**src/rtl/elapsed_stamper.sv**
```systemverilog
module elapsed_stamper #(
  parameter  int TICK_W = 32,
  parameter  int CNT_W  = 16,
  localparam int SW     = TICK_W + CNT_W
) (
  input  logic             clk,
  input  logic             rst_n,
  input  logic             wrap_i,
  input  logic [CNT_W-1:0] remain_i,
  input  logic             start_i,
  input  logic             stop_i,
  output logic [SW-1:0]    live_o,
  output logic [SW-1:0]    start_o,
  output logic [SW-1:0]    stop_o,
  output logic [SW-1:0]    elapsed_o
);

  logic [TICK_W-1:0] tick_q;
  logic [TICK_W-1:0] tick_nx;
  logic [CNT_W-1:0]  used;
  logic [SW-1:0]     start_q;
  logic [SW-1:0]     stop_q;

  // a wrap on the capture edge belongs to the new tick
  assign tick_nx = tick_q + TICK_W'(wrap_i);
  assign used    = CNT_W'(0) - remain_i;
  assign live_o  = {tick_nx, used};

  always_ff @(posedge clk or negedge rst_n) begin
    if (!rst_n) begin
      tick_q  <= '0;
      start_q <= '0;
      stop_q  <= '0;
    end else begin
      if (wrap_i)  tick_q  <= tick_nx;
      if (start_i) start_q <= live_o;
      if (stop_i)  stop_q  <= live_o;
    end
  end

  assign start_o   = start_q;
  assign stop_o    = stop_q;
  assign elapsed_o = stop_q - start_q;

endmodule

```
**config.mk**
```make
export PLATFORM = sky130hd
export DESIGN_NAME = elapsed_stamper
export DESIGN_NICKNAME = d
export VERILOG_FILES = /design/src/rtl/elapsed_stamper.sv
export SDC_FILE = /design/constraint.sdc
export NUM_CORES = 1
export LEC_CHECK = 0
export BUFFER_PORTS_ARGS = -buffer_cell sky130_fd_sc_hd__buf_2
export CAP_MARGIN = 20
export CORE_ASPECT_RATIO = 0.5
export CORE_MARGIN = 4
export CORE_UTILIZATION = 59
export DETAILED_ROUTE_END_ITERATION = 12
export GPL_TIMING_DRIVEN = 0
export PLACE_DENSITY = 0.94
export SYNTH_ARGS = -nofsm -noshare
export SYNTH_HDL_FRONTEND = slang
export SYNTH_SLANG_ARGS = --single-unit
```
**constraint.sdc**
```tcl
create_clock -name clk -period 9.3 [get_ports clk]
set_input_delay 0.93 -clock clk [delete_from_list [all_inputs] [get_ports clk]]
set_output_delay 0.93 -clock clk [all_outputs]
set_load 0.01 [all_outputs]
```
==> impl_metrics.tcl, run 1 <==
set metrics [dict create \
    status "completed" \
    cts_buffers 17 \
    path_class "in -> out" \
    period_share_pct 53.2 \
    crit_required_ns 8.37 \
    seq_area_um2 3200 \
    cp_max_fo 5 \
    fmax_mhz 202 \
    antenna_found_initial 0 \
    diodes 0 \
    synth_edf_count 0 \
    area_growth_pct 22.7 \
    yosysMostFrequentCell "dfrtp_1" \
    start_util_pct 61.3 \
    vias_per_cell 6.09 \
    synth_common_cells "128 x dfrtp_1, 104 x a21oi_1, 102 x nor2_1" \
    worst_slack_ns 4.35 \
    min-delay-start "tick_q[31]" \
    syn_nets 1052 \
    hold_violations 0 \
    crit_path_end_kind "output pin" \
    ir_drop_mv 0.119 \
    grtUsageTotal_pct 33.8 \
    die_area_um2 16400 \
    clk_pin_slew_ns 0.06 \
    cts_hold_buf 0 \
    cp-start-kind "input pin" \
    ctsResizeCount 0 \
    layoutNonFillerInstCount 1415 \
    cts_tree "done" \
    rows 30 \
    n_fill_cell 915 \
    p_total_mw 2.38 \
    ioPinCount 213 \
    vias 8616 \
    drc_errors 0 \
    arrival_ns 4.02 \
    p_leak_nw 5.31 \
    multi_input_area_um2 4700 \
    period_minus_slack_ns 4.95 \
    synth_top_area_cell "dfrtp_1" \
    core_area_um2 13800 \
    min_to "tick_q[31]" \
    nets 1282 \
    clk_path_buf_depth 2 \
    syn_area_um2 8450 \
    relSlewSlack_pct 43.7 \
    tightest_slew_ns 0.844 \
    skew_ns 0.0149 \
    synth_seq_cells 128 \
    post_cts_buffers 0 \
    die_h_um 92.6 \
    clockRootBuffer "clkbuf_16" \
    io_buffers 210 \
    worstReg2RegEnd "stop_o[44]" \
    synthCells 980 \
    synth-main-ff-cell "dfrtp_1" \
    detailed_place_hpwl_mm 20.4 \
    first_pass_iters 5 \
    crit_slowest_cell "nor4_4" \
    post_synth_num_cell_types 63 \
    dpl.cell_count 1383 \
    cts.sinks 128 \
    crit_buf_inv 3 \
    dp_slack_ns 4.58 \
    r2r_cells 11 \
    synth_area_leaders "dfrtp_1 38%, xnor2_1 8.1%, ha_1 7.4%" \
    grt_pass1_vias 8345 \
    drt_iter0_drc 885 \
    routed_wl_mm 28.1 \
    hold_depth 1 \
    cp_top_family "simple AND/OR/NAND/NOR gates" \
    finalSetupViolCount 0 \
    rrSetupSlack_ns 5.85 \
    slew_viol_final 0 \
    r2r_start "tick_q[0]" \
    h-tree-depth 4 \
    path_common_cell "and3_1" \
    max_cap_violations 0 \
    rsz0062_at_grt "no" \
    grt_pass1_wl_mm 44.2 \
    drive_above_1_share_pct 22.8 \
    gp_congestion 0.996 \
    ys_seq_area_share_pct 37.9 \
    crit_chain "buf_2 -> ha_1 -> ha_1 -> nand3_1 -> nor4_4 -> and4_1 -> and3_1 -> and3_1 -> and3_1 -> nand3_1 -> xor2_1 -> inv_1 -> buf_2" \
    grt_max_degree 73 \
    cp_slowest_stage_delay_ns 0.45 \
    hp-class "reg -> reg" \
    clk_latency_ns 0.42 \
    routedWlPerCell_um 19.9 \
    ant_nets 0 \
    yosysWarnings 0 \
    p_per_area_nw_per_um2 229 \
    timing.hold.ws_ns 0.501 \
    final.setup.tns_ns 0 \
    chipWidth_um 177 \
    async_reset_ff_share_pct 100 \
    synth_top_area_share_pct 37.9 \
    avgSynthCellArea_um2 8.62 \
    overflow 0 \
]
-- cell families (layout without fill, tap and decap cells) --
kind of cell / after synthesis / count (layout) / synth area share [%]
muxes: 20 / 20 / 2.65
adders and majority gates: 51 / 51 / 7.64
buffers and inverters: 141 / 384 / 6.44
xor gates and xnor gates: 116 / 116 / 12.0
AOI/OAI and AO/OA: 231 / 231 / 16.5
and+or+nand+nor: 293 / 293 / 16.8
DFF: 128 / 128 / 37.9
-- sequential cells by signal (all words and copies together) (netlist names) --
signal	count
start_o	48
stop_o	48
tick_q	32
-- how the worst max path moves through the flow --
stage / startpoint / slack [ns] / cells past startpoint / end
finish: wrap_i / 4.35 / 13 / live_o[44]
global route: wrap_i / 4.22 / 13 / live_o[44]
CTS: wrap_i / 4.42 / 13 / live_o[44]
detailed placement: wrap_i / 4.58 / 13 / live_o[44]
global placement: wrap_i / 4.66 / 13 / live_o[44]
floorplan: wrap_i / 5.27 / 11 / live_o[44]
-- stage by stage --
| step | utilization [%] | cell area, µm² |
|---|---|---|
| global placement | 70.7 | 9740 |
| CTS | 75.2 | 10400 |
| finish | 75.2 | 10400 |
| floorplan | - | 8450 |
| global route | 75.2 | 10400 |
| detailed placement | 70.9 | 9770 |
-- power breakdown --
part	total [mW]	internal (mW)	switching (mW)
Combinational	1.01	0.390	0.619
Clock	0.686	0.408	0.278
Sequential	0.683	0.620	0.0634
Total	2.38	1.42	0.961
-- worst register-to-register path, stage by stage, from the launching register on --
cell,delay (ns)
dfrtp_1,0.38
ha_1,0.24
ha_1,0.29
nand3_1,0.22
nor4_4,0.45
and4_1,0.31
and3_1,0.25
and3_1,0.25
and3_1,0.26
nand3_1,0.11
xor2_1,0.40
a21oi_1,0.13
-- placed cells by master (no fill, tap or decap), types with 10 or more instances in the layout --
| master | n |
|---|---|
| a21o_1 | 32 |
| a21oi_1 | 104 |
| and3_1 | 11 |
| buf_2 | 211 |
| clkbuf_1 | 45 |
| clkbuf_16 | 17 |
| dfrtp_1 | 128 |
| ha_1 | 50 |
| inv_1 | 91 |
| mux2_2 | 19 |
| nand2_1 | 78 |
| nand3_1 | 19 |
| nand4_1 | 23 |
| nor2_1 | 102 |
| nor2b_1 | 10 |
| nor3_1 | 11 |
| o21ai_0 | 44 |
| xnor2_1 | 78 |
| xor2_1 | 38 |
-- layer usage --
| layer | GRT usage, % | wire length, µm |
|---|---|---|
| met1 | 42.7 | 11100 |
| met2 | 54.8 | 12800 |
| met3 | 9.58 | 2900 |
| met4 | 14.7 | 1310 |
| met5 | 0 | 0 |
-- final cells by class --
| class | count | share of cell area [%] |
|---|---|---|
| Clock inverter | 13 | 1.45 |
| Buffer | 50 | 1.96 |
| Inverter | 91 | 3.30 |
| Clock buffer | 19 | 4.27 |
| Timing Repair Buffer | 211 | 10.5 |
| Sequential cell | 128 | 30.9 |
| Tap cell | 192 | 2.32 |
| Multi-Input combinational cell | 711 | 45.3 |
No activity file was read; power rests on OpenSTA's default activity.
==> inputs of run 2 (changes only) <==
Settings changed: ABC_AREA set to 1, CORE_UTILIZATION 59 to 51, PLACE_DENSITY 0.94 to 0.85.
Clock period 9.3 ns to 4.1 ns, I/O delays scaled along.
==> run 2 against run 1 <==
Effect of this change:
- setup slack worse by 3.4 ns
- critical endpoint is now elapsed_o[32]
- die area increased by 38%
- sequential cell count unchanged
- utilization fell by 12 points
- critical path type is now reg -> out
- highest routed layer unchanged
- wire length rose by 23%
==> impl_metrics.tcl, run 2 <==
set metrics [dict create \
    grt_max_degree 104 \
    routed_wl_mm 34.5 \
    drc_errors 0 \
    cp_max_fo 3 \
    start_util_pct 52.5 \
    diodes 0 \
    chipWidth_um 209 \
    period_share_pct 77.5 \
    grtUsageTotal_pct 30.2 \
    cts_tree "done" \
    grt_pass1_vias 10500 \
    ant_nets 0 \
    final.setup.tns_ns 0 \
    arrival_ns 2.77 \
    hold_violations 0 \
    final_common_cell "nand2_1" \
    synth-main-ff-cell "dfrtp_1" \
    vias_per_cell 5.10 \
    yosysWarnings 0 \
    path_class "reg -> out" \
    drive_above_1_share_pct 15.1 \
    tightest_slew_ns 0.764 \
    syn_area_um2 10300 \
    r2r_cells 9 \
    crit_chain "ha_1 -> fa_1 -> inv_1 -> nand2_1 -> nand2_1 -> nand3_1 -> nand2_1 -> nand2_1 -> nand3_1 -> nand2_1 -> nand2_1 -> nand2_1 -> nand2_1 -> buf_2" \
    crit_start "start_o[0]" \
    crit_required_ns 3.69 \
    cts.sinks 128 \
    cp_slowest_stage_delay_ns 0.43 \
    clockRootBuffer "clkbuf_16" \
    ys_seq_area_share_pct 31.0 \
    max_cap_violations 0 \
    first_pass_iters 6 \
    crit_slowest_cell "fa_1" \
    async_reset_ff_share_pct 100 \
    core_area_um2 19600 \
    min-delay-start "remain_i[0]" \
    die_area_um2 22700 \
    p_leak_nw 7.57 \
    rows 36 \
    yosysMostFrequentCell "nand2_1" \
    status "completed" \
    post_synth_num_cell_types 35 \
    ioPinCount 213 \
    period_minus_slack_ns 3.18 \
    r2r_start "tick_q[0]" \
    synth_top_area_cell "dfrtp_1" \
    cp-start-kind "register" \
    antenna_found_initial 0 \
    hp-class "in -> reg" \
    rrSetupSlack_ns 1.94 \
    area_growth_pct 19.5 \
    synth_top_area_share_pct 31.0 \
    synth_area_leaders "dfrtp_1 31%, nand2_1 27%, inv_1 11%" \
    slew_viol_final 0 \
    synthCells 1680 \
    path_common_cell "nand2_1" \
    worstReg2RegEnd "start_o[34]" \
    overflow 0 \
    syn_nets 1752 \
    die_h_um 109 \
    synth_seq_cells 128 \
    min_to "stop_o[0]" \
    clk_latency_ns 0.44 \
    rsz0062_at_grt "no" \
    cts_buffers 17 \
    io_buffers 211 \
    skew_ns 0.0173 \
    worst_slack_ns 0.923 \
    ir_drop_mv 0.364 \
    drt_iter0_drc 926 \
    finalSetupViolCount 0 \
    grt_pass1_wl_mm 54.0 \
    synth_edf_count 0 \
    nets 1984 \
    detailed_place_hpwl_mm 28.0 \
    clk_path_buf_depth 2 \
    synth_common_cells "744 x nand2_1, 312 x inv_1, 128 x dfrtp_1" \
    gp_congestion 0.991 \
    crit_path_end_kind "output pin" \
    routedWlPerCell_um 15.8 \
    p_per_area_nw_per_um2 506 \
    h-tree-depth 4 \
    relSlewSlack_pct 49.1 \
    final_cell_mix "744 x nand2_1, 312 x inv_1, 210 x buf_2, 128 x dfrtp_1, 119 x nor2_1" \
    fmax_mhz 315 \
    clk_pin_slew_ns 0.06 \
    hold_depth 3 \
    dp_slack_ns 1.44 \
    avgSynthCellArea_um2 6.14 \
    vias 11200 \
]
-- run 2: layer usage --
| layer | up-vias | part of all wire (%) | wire length (µm) | track usage, % |
|---|---|---|---|---|
| met5 | - | 0 | 0 | 0 |
| met4 | 0 | 3.3 | 1140 | 12.0 |
| met3 | 91 | 8.2 | 2850 | 6.75 |
| met2 | 465 | 45 | 15600 | 49.4 |
| met1 | 5101 | 43 | 14900 | 39.4 |
| li1 | 5521 | - | - | - |
-- run 2: final cells by class --
type / instances / area, µm²
Clock inverter: 15 / 155
Tap cell: 266 / 333
Buffer: 27 / 105
Clock buffer: 17 / 425
Multi-Input combinational cell: 1204 / 5800
Timing Repair Buffer: 213 / 1100
Fill cell: 1839 / 7310
Sequential cell: 128 / 3200
Inverter: 321 / 1200
-- run 2: metrics by stage --
stage | std cells | area (µm²) | utilization [%] | hold slack [ns] | total power, mW
2_1_floorplan | 1680 | 10300 | - | 0.114 | 3.52
3_5_place_dp | 2158 | 11700 | 59.8 | 0.291 | 4.68
5_1_grt | 2191 | 12300 | 62.8 | 0.249 | 6.65
6_report | 2191 | 12300 | 62.8 | 0.230 | 6.24
3_3_place_gp | 2157 | 11700 | 59.6 | 0.465 | 4.64
4_1_cts | 2191 | 12300 | 62.8 | 0.222 | 6.20
-- run 2: critical path, delay by kind of cell, from the launching register on --
| kind | cells | cell delay (ns) |
|---|---|---|
| and+or+nand+nor | 10 | 0.95 |
| adders and majority gates | 2 | 0.70 |
| DFF | 1 | 0.41 |
| buffers and inverters | 2 | 0.27 |
-- run 2: cell families (layout without fill, tap and decap cells) --
family	after synthesis	count (layout)	synth area share [%]
buffers and inverters	348	593	12.7
DFF	128	128	31.0
adders and majority gates	51	51	6.26
xor gates and xnor gates	58	58	5.65
AOI/OAI and AO/OA	93	93	4.71
and+or+nand+nor	1002	1002	39.6
-- run 2: how the worst max path moves through the flow --
| stage | cells past startpoint | slack, ns | endpoint |
|---|---|---|---|
| finish | 14 | 0.92 | elapsed_o[32] |
| global route | 13 | 0.72 | elapsed_o[36] |
| CTS | 14 | 0.97 | elapsed_o[32] |
| detailed placement | 14 | 1.44 | elapsed_o[32] |
| global placement | 1 | 0.98 | stop_o[1] |
| floorplan | 13 | 1.85 | elapsed_o[32] |
-- run 2: report_power, final --
group          internal (mW)  leakage (nW)  switching, mW
logic                   1.07          5.59           2.14
clock network          0.816         0.285          0.691
registers               1.39          1.69          0.128
-- run 2: repair_timing --
item,CTS,global route
endpoints found under the hold margin,25,0
hold buffers,1,0
buffers inserted,0,0
resized for setup,0,0
setup endpoints to repair,0,0
==> inputs of run 3 (changes only) <==
Settings changed: ABC_AREA 1 to 0, CORE_UTILIZATION 51 to 54, PLACE_DENSITY 0.85 to 0.88.
Clock period 4.1 ns to 3.09 ns, I/O delays scaled along.
==> run 3 against run 2 <==
Effect of this change:
- the run now ends with negative setup slack left
- setup slack got worse by 1.6 ns
- global-route usage is 4.4 points higher
- sequential cell count is the same
- register-to-register slack got worse by 1.6 ns
- via count down 14%
- utilization up 18 points
- sequential power up 39%
- critical path type unchanged
- critical endpoint is now elapsed_o[42]
- die area is 21% lower
- power is 36% higher
- final cell count decreased by 32%
- largest cell class unchanged
- non-clock buffer count is 83 higher
- highest routed layer unchanged
- hold slack worse by 0.031 ns
==> impl_metrics.tcl, run 3 (synthesis results as in run 1) <==
set metrics [dict create \
    wl_met3_mm 4.01 \
    worst_slack_ns -0.701 \
    r2r_cells 11 \
    status "complete, but fails checks" \
    cts_tree "done" \
    drc_errors 0 \
    area_growth_pct 42.1 \
    wl_met2_mm 15.8 \
    clk_pin_slew_ns 0.06 \
    clockRootBuffer "clkbuf_16" \
    hold_depth 3 \
    h-tree-depth 4 \
    switchingPower_mw 3.41 \
    path_class "reg -> out" \
    die_area_um2 17800 \
    max_cap_violations 0 \
    final_cell_mix "203 x buf_2, 122 x dfrtp_1, 100 x nor2_1, 90 x a21oi_1, 83 x inv_1" \
    arrival_ns 3.48 \
    r2r_start "tick_q[5]" \
    clk_path_buf_depth 2 \
    crit_required_ns 2.78 \
    cts.sinks 128 \
    rows 31 \
    ioPinCount 213 \
    cp-start-kind "register" \
    cts_buffers 17 \
    crit_path_end_kind "output pin" \
    final.setup.tns_ns -13.69 \
    grtUsageTotal_pct 34.6 \
    routedWlPerCell_um 23.6 \
    drive_above_1_share_pct 37.4 \
    hp-class "in -> reg" \
    period_minus_slack_ns 3.79 \
    p_seq_share_pct 24.9 \
    grt_pass1_wl_mm 48.3 \
    finalSetupViolCount 36 \
    chipWidth_um 185 \
    ir_drop_mv 0.513 \
    first_pass_iters 6 \
    m1WireLength_mm 12.7 \
    min_to "stop_o[0]" \
    rrSetupSlack_ns 0.30 \
    power_frac_clock_pct 27.6 \
    detailed_place_hpwl_mm 20.3 \
    final_common_cell "buf_2" \
    grt_max_degree 66 \
    p_per_area_nw_per_um2 705 \
    utilization_pct 80.6 \
    skew_ns 0.0152 \
    nets 1344 \
    gp_congestion 0.906 \
    die_h_um 96.4 \
    grt_pass1_vias 8973 \
    routed_wl_mm 34.9 \
    period_share_pct 123 \
    min-delay-start "remain_i[0]" \
    start_util_pct 56.7 \
    p_int_mw 5.06 \
    diodes 0 \
    antenna_found_initial 0 \
    rsz0062_at_grt "yes" \
    io_buffers 210 \
    swShare_pct 40.3 \
    combPwrFrac_pct 47.5 \
    fmax_mhz 264 \
    core_area_um2 14900 \
    clk_latency_ns 0.43 \
    slew_viol_final 0 \
    worstReg2RegEnd "stop_o[43]" \
    violations "negative setup slack" \
    tightest_slew_ns 0.755 \
    hold_violations 0 \
    overflow 0 \
    drt_iter0_drc 1214 \
    cp_max_fo 7 \
    vias_per_cell 6.49 \
    vias 9616 \
    highest_layer "met4" \
    p_leak_nw 5.83 \
    timing.hold.ws_ns 0.199 \
    relSlewSlack_pct 49.6 \
    ant_nets 0 \
]
-- run 3: changes by cell type in the layout (fill, tap and decap cells not counted), sizes merged, moves of 38 or more --
cell,delta
a21oi,+77
buf,+70
inv,-235
nand2,-672
nand3,-38
xnor2,+69
-- run 3: cell type report --
cell class	instances	area (µm²)
fill	813	2890
clock inverter	14	230
clock buffer	17	425
timing repair buffer	285	1730
multi-input combinational	711	5660
tap	198	248
inverter	91	342
buffer	38	163
sequential	128	3210
-- run 3: metrics by stage --
stage,power (mW),area [µm²],std cells,worst slack [ns]
2_1_floorplan,3.89,8460,980,-0.00387
3_3_place_gp,4.93,9760,1388,-0.503
3_5_place_dp,5.00,9790,1389,-0.520
4_1_cts,7.84,11400,1454,-0.564
5_1_grt,8.77,12000,1482,-0.727
6_report,8.46,12000,1482,-0.701
-- run 3: what timing repair did --
| item | in CTS | in global routing |
|---|---|---|
| endpoints found under the setup margin | 45 | 45 |
| buffers inserted | 46 | 32 |
| hold endpoints to repair | 64 | 0 |
| resized for setup | 132 | 80 |
| hold buffers | 1 | 0 |
| pin swaps | 54 | 59 |
-- run 3: worst max-delay path, stage by stage, from the launching register on --
cell and delay [ns]:
dfrtp_1 0.41, inv_1 0.10, ha_1 0.31, clkbuf_1 0.28, a21o_1 0.25, a21o_1 0.17, a21oi_1 0.27, nor2_1 0.11
a211oi_1 0.25, o31a_1 0.36, nor4b_2 0.08, a311o_1 0.30, buf_2 0.15
-- run 3: power groups by stage --
stage	registers, mW	clock network [mW]	logic (mW)
4_1_cts	2.07	2.30	3.47
2_1_floorplan	2.10	0	1.79
5_1_grt	2.12	2.41	4.24
3_3_place_gp	2.05	0	2.88
3_5_place_dp	2.06	0	2.94
6_report	2.11	2.34	4.02
-- run 3: how the worst max path moves through the flow --
stage           startpoint       endpoint
2_1_floorplan   start_o[0]  elapsed_o[42]
3_3_place_gp    start_o[0]  elapsed_o[42]
3_5_place_dp    start_o[0]  elapsed_o[42]
4_1_cts         start_o[0]  elapsed_o[42]
5_1_grt        start_o[31]  elapsed_o[42]
6_report       start_o[31]  elapsed_o[42]
-- run 3: per-layer routing --
| layer | GRT usage [%] | up-vias |
|---|---|---|
| met3 | 8.71 | 262 |
| met4 | 15.8 | 0 |
| met5 | 0 | - |
| li1 | - | 3924 |
| met1 | 43.3 | 4581 |
| met2 | 57.5 | 849 |
